File: config.mk
export PLATFORM = sky130hd
export DESIGN_NAME = pci_mabort_timer
export DESIGN_NICKNAME = d
export VERILOG_FILES = /design/src/rtl/pci_mabort_pkg.sv /design/src/rtl/pci_mabort_window.sv /design/src/rtl/pci_mabort_fsm.sv /design/src/rtl/pci_mabort_status.sv /design/src/rtl/pci_mabort_timer.sv
export SDC_FILE = /design/constraint.sdc
export NUM_CORES = 1
export LEC_CHECK = 0
export ABC_AREA = 1
export BUFFER_PORTS_ARGS = -buffer_cell sky130_fd_sc_hd__buf_2
export CORE_AREA = 2 2 39 41
export CTS_BUF_LIST = sky130_fd_sc_hd__clkbuf_4
export CTS_CLUSTER_SIZE = 14
export DETAILED_ROUTE_END_ITERATION = 10
export DIE_AREA = 0 0 41 43
export GPL_TIMING_DRIVEN = 0
export PLACE_DENSITY = 0.56
export SETUP_SLACK_MARGIN = 0.4
export SLEW_MARGIN = 20
export SYNTH_ARGS = -nofsm -noshare
export SYNTH_HDL_FRONTEND = slang
export SYNTH_HIERARCHICAL = 1
export SYNTH_SLANG_ARGS = --single-unit
export TNS_END_PERCENT = 50
File: constraint.sdc
create_clock -name clk -period 1.8 [get_ports clk]
set_clock_uncertainty 0.2 [all_clocks]
set_input_delay 0.18 -clock clk [delete_from_list [all_inputs] [get_ports clk]]
set_output_delay 0.18 -clock clk [all_outputs]
set_load 0.05 [all_outputs]
File: src/rtl/pci_mabort_pkg.sv
package pci_mabort_pkg;

  typedef enum logic [1:0] {
    ST_IDLE = 2'd0,
    ST_WAIT = 2'd1,
    ST_FREL = 2'd2,
    ST_IREL = 2'd3
  } mab_state_e;

  localparam logic [3:0] CMD_SPECIAL_CYCLE = 4'b0001;

  // Broadcast command whose abort is expected and not recorded
  function automatic logic is_broadcast_cmd(input logic [3:0] cmd);
    return cmd == CMD_SPECIAL_CYCLE;
  endfunction

  // Next status value: a new logged abort beats a clear on the same edge
  function automatic logic next_sticky(input logic cur, input logic set,
                                       input logic clr);
    if (set)      return 1'b1;
    else if (clr) return 1'b0;
    else          return cur;
  endfunction

endpackage

File: src/rtl/pci_mabort_window.sv
module pci_mabort_window #(
  parameter int WINDOW = 5,
  localparam int CW = $clog2(WINDOW + 1)
) (
  input  logic          clk,
  input  logic          rst_n,
  input  logic          start,
  input  logic          run,
  output logic [CW-1:0] cnt,
  output logic          last
);

  function automatic logic at_limit(input logic [CW-1:0] c);
    return c == CW'(WINDOW);
  endfunction

  always_ff @(posedge clk) begin
    if (!rst_n)      cnt <= '0;
    else if (start)  cnt <= CW'(1);
    else if (run && !at_limit(cnt)) cnt <= cnt + CW'(1);
    else if (!run)   cnt <= '0;
  end

  assign last = run && at_limit(cnt);

endmodule

File: src/rtl/pci_mabort_fsm.sv
module pci_mabort_fsm
  import pci_mabort_pkg::*;
(
  input  logic       clk,
  input  logic       rst_n,
  input  logic       frame_start,
  input  logic [3:0] cbe_cmd,
  input  logic       devsel_n,
  input  logic       win_last,
  output logic       frame_acc,
  output logic       timing,
  output logic       claim_evt,
  output logic       miss_evt,
  output logic       log_evt,
  output logic       frel,
  output logic       irel,
  output logic       err_cpl
);

  mab_state_e st_q, st_d;
  logic       bcast_q;

  assign frame_acc = (st_q == ST_IDLE) && frame_start;
  assign timing    = (st_q == ST_WAIT);
  assign claim_evt = timing && !devsel_n;
  assign miss_evt  = timing && devsel_n && win_last;

  always_comb begin
    st_d = st_q;
    unique case (st_q)
      ST_IDLE: if (frame_start) st_d = ST_WAIT;
      ST_WAIT: begin
        if (claim_evt)     st_d = ST_IDLE;
        else if (miss_evt) st_d = ST_FREL;
      end
      ST_FREL: st_d = ST_IREL;
      ST_IREL: st_d = ST_IDLE;
      default: st_d = ST_IDLE;
    endcase
  end

  always_ff @(posedge clk) begin
    if (!rst_n) begin
      st_q    <= ST_IDLE;
      bcast_q <= 1'b0;
    end else begin
      st_q <= st_d;
      if (frame_acc) bcast_q <= is_broadcast_cmd(cbe_cmd);
    end
  end

  assign frel    = (st_q == ST_FREL);
  assign irel    = (st_q == ST_IREL);
  assign log_evt = frel && !bcast_q;
  assign err_cpl = irel && !bcast_q;

endmodule

File: src/rtl/pci_mabort_status.sv
module pci_mabort_status
  import pci_mabort_pkg::*;
(
  input  logic clk,
  input  logic rst_n,
  input  logic set,
  input  logic clr,
  output logic bit_q
);

  always_ff @(posedge clk) begin
    if (!rst_n) bit_q <= 1'b0;
    else        bit_q <= next_sticky(bit_q, set, clr);
  end

endmodule

File: src/rtl/pci_mabort_timer.sv
module pci_mabort_timer #(
  parameter int WINDOW = 5
) (
  input  logic       clk,
  input  logic       rst_n,
  input  logic       frame_start,
  input  logic [3:0] cbe_cmd,
  input  logic       devsel_n,
  input  logic       sts_clr,
  output logic       abort_frame_rel,
  output logic       abort_irdy_rel,
  output logic       resp_valid,
  output logic       resp_err,
  output logic       rma_status
);

  localparam int CW = $clog2(WINDOW + 1);

  logic          frame_acc;
  logic          timing;
  logic          claim_evt;
  logic          miss_evt;
  logic          log_evt;
  logic          win_last;
  logic          frel;
  logic          irel;
  logic          err_cpl;
  logic [CW-1:0] win_cnt;

  pci_mabort_window #(.WINDOW(WINDOW)) u_win (
    .clk   (clk),
    .rst_n (rst_n),
    .start (frame_acc),
    .run   (timing),
    .cnt   (win_cnt),
    .last  (win_last)
  );

  pci_mabort_fsm u_fsm (
    .clk         (clk),
    .rst_n       (rst_n),
    .frame_start (frame_start),
    .cbe_cmd     (cbe_cmd),
    .devsel_n    (devsel_n),
    .win_last    (win_last),
    .frame_acc   (frame_acc),
    .timing      (timing),
    .claim_evt   (claim_evt),
    .miss_evt    (miss_evt),
    .log_evt     (log_evt),
    .frel        (frel),
    .irel        (irel),
    .err_cpl     (err_cpl)
  );

  pci_mabort_status u_sts (
    .clk   (clk),
    .rst_n (rst_n),
    .set   (log_evt),
    .clr   (sts_clr),
    .bit_q (rma_status)
  );

  assign abort_frame_rel = frel;
  assign abort_irdy_rel  = irel;
  assign resp_valid      = irel;
  assign resp_err        = err_cpl;

  logic unused_cnt;
  assign unused_cnt = ^win_cnt ^ miss_evt;

endmodule

==> results of run 1 <==
-- worst register-to-register path, delay by kind of cell, from the launching register on --
kind | cells | cell delay [ns]
flops | 1 | 0.37
simple gates | 3 | 0.32
buf+inv | 3 | 0.20
compound gates | 1 | 0.15
-- worst max-delay path by stage --
stage / cells past startpoint / startpoint / slack (ns) / endpoint
3_3_place_gp: 7 / u_fsm/st_q[0] / 0.39 / u_fsm/st_q[0]
5_1_grt: 7 / u_fsm/st_q[0] / 0.33 / u_fsm/st_q[0]
4_1_cts: 3 / flip-flop / 0.38 / abort_irdy_rel
2_1_floorplan: 3 / flip-flop / 0.35 / resp_valid
3_5_place_dp: 7 / u_fsm/st_q[0] / 0.40 / u_fsm/st_q[0]
6_report: 4 / flip-flop / 0.44 / resp_valid
-- through the flow --
stage | utilization [%] | setup WS, ns | cell area [µm²] | hold slack [ns]
finish | 47.7 | 0.444 | 661 | 0.0691
global route | 47.7 | 0.334 | 661 | 0.0783
CTS | 43.0 | 0.377 | 596 | 0.0231
detailed placement | 37.5 | 0.396 | 519 | 0.245
global placement | 37.5 | 0.394 | 519 | 0.240
floorplan | - | 0.350 | 434 | 0.0922
-- per-layer routing --
| metal | part of all wire, % | vias to the layer above | global-route usage (%) | wire (µm) |
|---|---|---|---|---|
| met2 | 49 | 13 | 15.0 | 445 |
| li1 | - | 242 | - | - |
| met1 | 45 | 175 | 15.8 | 405 |
| met5 | 0 | - | 0 | 0 |
| met3 | 6.2 | 0 | 7.85 | 56 |
| met4 | 0 | 0 | 4.00 | 0 |
-- power groups by stage --
stage / Combinational (W) / Sequential (W) / Clock (W)
final: 0.0000652 / 0.000168 / 0.000157
after global routing: 0.0000734 / 0.000168 / 0.000178
after CTS: 0.0000511 / 0.000166 / 0.000169
after detailed placement: 0.0000458 / 0.000170 / 0
after global placement: 0.0000458 / 0.000169 / 0
after floorplan: 0.0000308 / 0.000168 / 0
-- timing repair --
| action | CTS | global route |
|---|---|---|
| endpoints found under the hold margin | 4 | 0 |
| hold buffers | 3 | 0 |
| pin swaps | 0 | 2 |
| resized for setup | 6 | 14 |
| setup buffers | 0 | 4 |
| endpoints found under the setup margin | 5 | 6 |
-- layout make-up --
type | instances | area (µm²) | area share [%]
Multi-Input combinational cell | 38 | 235 | 35.6
Clock buffer | 4 | 30.0 | 4.55
Tap cell | 16 | 20.0 | 3.03
Timing Repair Buffer | 20 | 146 | 22.2
Sequential cell | 7 | 146 | 22.2
Buffer | 1 | 11.3 | 1.70
Inverter | 18 | 71.3 | 10.8
==> reports/qor.yml, run 1 <==
relSlewSlack_pct: 83.4
first_pass_iters: 4
vias: 430
cap_violations: 0
tightest_slew_ns: 0.250
grt_pass1_vias: 334
post_route_cells_drive_above_1_share_pct: 47.7
critPathMaxFanout: 4
syn-cell-area_um2: 432
timing.rr.start: "u_fsm/st_q[0]"
reg2reg_depth: 7
cts_root_buffer: "clkbuf_4"
drv_slew: 0
drc_errors: 0
ys_warn_count: 6
wl_per_cell_um: 8.72
drt_iter0_markers: 6
arrival_ns: 0.98
grt_max_degree: 7
grt_pass1_wl_mm: 1.35
intPower_w: 0.000295
min_path_cells: 6
run_status: "complete, no violations"
cts_sinks: 7
setup_viol: 0
p_switching_w: 0.0000955
htreeDepth: 1
powerDensity_nw_per_um2: 591
die_h_um: 43
power_frac_seq_pct: 43.0
max_freq_mhz: 737
start_kind: "flip-flop"
n_antenna_cell: 0
rows: 14
vias_per_cell: 4.13
vdd_drop_max_mv: 0.448
max_stage_delay_ns: 0.39
ant_nets: 0
gr-total-overflow: 0
gp_congestion: 0.697
clkPwrFrac_pct: 40.3
finalNonFillerCells: 104
crit_path_end_kind: "output port"
avgSynthCellArea_um2: 6.74
area_delta_synth_final_pct: 53.0
die_w_um: 41
numPlacedInstances: 93
synthCells: 64
clkTransAtPathRegs_ns: 0.05
pin_count: 14
worstPathRequired_ns: 1.42
total_power_w: 0.000390
clkLatencyLatePin_ns: 0.25
grt_usage_pct: 11.8
synthesis.nets: 75
dpl.hpwl_um: 629
postRouteWirelength_um: 907
dieArea_um2: 1760
antenna_found_initial: 0
cpMaxStageDelayCell: "dfxtp_4"
crit_family: "flip-flops"
tns_ns: 0
rr_endpoint: "u_fsm/st_q[0]"
p_leak_nw: 0.351
io_buffers: 13
hp-class: "input pin to flip-flop"
ff2ff_setup_slack_ns: 0.44
cts_tree: "built"
path_class: "flip-flop to output port"
swShare_pct: 24.5
cts_buffer_depth: 2
fill_cells: 148
final_common_cell: "inv_1"
layout.nets: 100
hp-start: "cbe_cmd[3]"
start_util_pct: 31.2
fin_crit_sh_pct: 75.4
final-hold-violation-count: 0
min_to: "u_fsm/bcast_q"
final_cell_mix: "inv_1, nand2_1, buf_2"
cts_made_buffers: 3
core_area_um2: 1380
crit_buf_inv: 3
cp_cell_sequence: "nand2_4, inv_2, buf_6, buf_8"
pwr-share-comb_pct: 16.7
period_needed_ns: 1.36
grt_setup_unrepaired: "true"
Power figures use the tool's default switching activity.
==> run 2, diff against run 1 <==
--- a/config.mk
+++ b/config.mk
@@ -5,7 +5,7 @@
 export SDC_FILE = /design/constraint.sdc
 export NUM_CORES = 1
 export LEC_CHECK = 0
-export ABC_AREA = 1
+export ABC_AREA = 0
 export BUFFER_PORTS_ARGS = -buffer_cell sky130_fd_sc_hd__buf_2
 export CORE_AREA = 2 2 39 41
 export CTS_BUF_LIST = sky130_fd_sc_hd__clkbuf_4
@@ -13,7 +13,7 @@
 export DETAILED_ROUTE_END_ITERATION = 10
 export DIE_AREA = 0 0 41 43
 export GPL_TIMING_DRIVEN = 0
-export PLACE_DENSITY = 0.56
+export PLACE_DENSITY = 0.54
 export SETUP_SLACK_MARGIN = 0.4
 export SLEW_MARGIN = 20
 export SYNTH_ARGS = -nofsm -noshare
==> constraint.sdc (replaced) <==
create_clock -name clk -period 1.2 [get_ports clk]
set_clock_uncertainty 0.2 [all_clocks]
set_input_delay 0.12 -clock clk [delete_from_list [all_inputs] [get_ports clk]]
set_output_delay 0.12 -clock clk [all_outputs]
set_load 0.05 [all_outputs]
==> reports/qor.yml, run 2 <==
grt.busiest_layer: "met2"  # was met1
gr-total-overflow: 0  # unchanged
grt_usage_pct: 11.8  # about the same
grt_max_degree: 8  # was 7
regArea_um2: 154  # was 146 µm²
pin_count: 14  # unchanged
htreeDepth: 1  # unchanged
crit_path_end_kind: "output port"  # unchanged
total_power_w: 0.000543  # was 0.000390 W
vdd_drop_max_mv: 0.515  # was 0.448 mV
fin_crit_sh_pct: 116
finalNonFillerCells: 79  # was 104
cts_tree: "built"  # unchanged
area_delta_synth_final_pct: 59.6  # was 53.0%
vias_per_cell: 4.73  # was 4.13
cts_root_buffer: "clkbuf_4"  # unchanged
p_leak_nw: 0.264  # was 0.351 nW
critPathMaxFanout: 6  # was 4
start_util_pct: 27.8  # was 31.2%
ys_warn_count: 6  # unchanged
syn-cell-area_um2: 384  # was 432 µm²
gp_congestion: 0.632  # was 0.697
post_route_cells_drive_above_1_share_pct: 55.6  # was 47.7%
drc_errors: 0  # unchanged
placed_area_um2: 512  # was 519 µm²
design_area_um2: 613  # was 661 µm²
synthesis.nets: 53  # was 75
worstPathRequired_ns: 0.88  # was 1.42 ns
cts_made_buffers: 3  # unchanged
final-hold-violation-count: 5  # was 0
run_status: "complete, but fails checks"  # was complete, no violations
use_met1_pct: 11.4  # was 15.8%
first_pass_iters: 4  # unchanged
core_area_um2: 1380  # unchanged
synthCells: 42  # was 64
tightest_slew_ns: 0.354  # was 0.250 ns
ant_nets: 0  # unchanged
violations: "negative hold slack, negative setup slack"
hp-class: "input pin to flip-flop"  # unchanged
clkTransAtPathRegs_ns: 0.05  # about the same
drv_slew: 0  # unchanged
clkLatencyLatePin_ns: 0.25  # about the same
postRouteWirelength_um: 831  # was 907 µm
grt_pass1_vias: 349  # was 334
setup_viol: 9  # was 0
cts_sinks: 7  # unchanged
die_w_um: 41  # unchanged
whs_ns: -0.0540  # was 0.0691 ns
final_cell_mix: "buf_2, clkbuf_4, nor2_1, buf_4"  # was inv_1, nand2_1, buf_2
multi_input_area_um2: 259  # was 235 µm²
grt_pass1_wl_mm: 1.39  # was 1.35 mm
dpl.hpwl_um: 582  # was 629 µm
antenna_found_initial: 0  # unchanged
relSlewSlack_pct: 76.4  # was 83.4%
layout.nets: 75  # was 100
met3_usage_pct: 6.28  # was 7.85%
setup_slack_ns: -0.187  # was 0.444 ns
cap_violations: 0  # unchanged
grt_setup_unrepaired: "true"  # unchanged
io_buffers: 13  # unchanged
avgSynthCellArea_um2: 9.15  # was 6.74 µm²
vias: 374  # was 430
start_kind: "flip-flop"  # unchanged
final_common_cell: "buf_2"  # was inv_1
drt_iter0_markers: 4  # was 6
powerDensity_nw_per_um2: 885  # was 591 nW/µm²
cts_buffer_depth: 2  # unchanged
period_needed_ns: 1.39
die_h_um: 43  # unchanged
numPlacedInstances: 71  # was 93
tns_ns: -1.06  # was 0 ns
path_class: "flip-flop to output port"  # unchanged
n_antenna_cell: 0  # unchanged
rows: 14  # unchanged
wl_per_cell_um: 10.5  # was 8.72 µm
fill_cells: 143  # was 148
max_freq_mhz: 721
grt_util_met2_pct: 20.0  # was 15.0%
arrival_ns: 1.07  # was 0.98 ns
dieArea_um2: 1760  # unchanged
run 2: cell count changes in the layout (fill, tap and decap cells not counted), moves of 3 or more:
cell,before,now
nand3_2,3,0
o21a_1,0,3
nand2_1,10,2
inv_1,14,1
nor2_1,8,4
dlygate4sd3_1,3,0
run 2: worst paths after layout:
path	start	end	slack, ns	cells past startpoint
max reg2reg	u_win/cnt[1]	u_win/cnt[0]	-0.12	5
min	devsel_n	u_fsm/st_q[0]	-0.05	3
max	flip-flop	resp_err	-0.19	3
min reg2reg	u_fsm/bcast_q	u_fsm/bcast_q	0.32	2
run 2: cell type report:
type                            count  area share [%]
Inverter                            2            1.22
Multi-Input combinational cell     32            42.2
Tap cell                           16            3.27
Timing Repair Buffer               17            20.8
Clock buffer                        4            4.90
Sequential cell                     7            25.1
Buffer                              1            2.45
run 2: worst max-delay path: stages (launching register included):
cell	delay, ns
dfxtp_4	0.37
and2_4	0.16
nor2b_4	0.13
buf_6	0.16
run 2: report_power, final:
part           internal, W  switching, W  leakage [nW]  total (W)
sequential        0.000235    0.00000916        0.0599   0.000245
clock             0.000149     0.0000835        0.0184   0.000233
combinational    0.0000393     0.0000263         0.186  0.0000655
total             0.000424      0.000119         0.264   0.000543
run 2: what timing repair did:
action	CTS	global route
setup endpoints to repair	12	12
resized for setup	12	3
pin swaps	1	0
endpoints found under the hold margin	5	5
setup buffers	4	0
run 2: metal layers:
layer | vias up | part of all wire (%)
met4 | 0 | 0
met5 | - | 0
li1 | 191 | -
met1 | 174 | 38
met3 | 0 | 6.0
met2 | 9 | 56
run 2: through the flow:
step	setup slack [ns]	utilization (%)
floorplan	-0.0964	-
global placement	-0.154	37.0
finish	-0.187	44.3
detailed placement	-0.152	37.0
CTS	-0.198	43.9
global route	-0.236	44.3
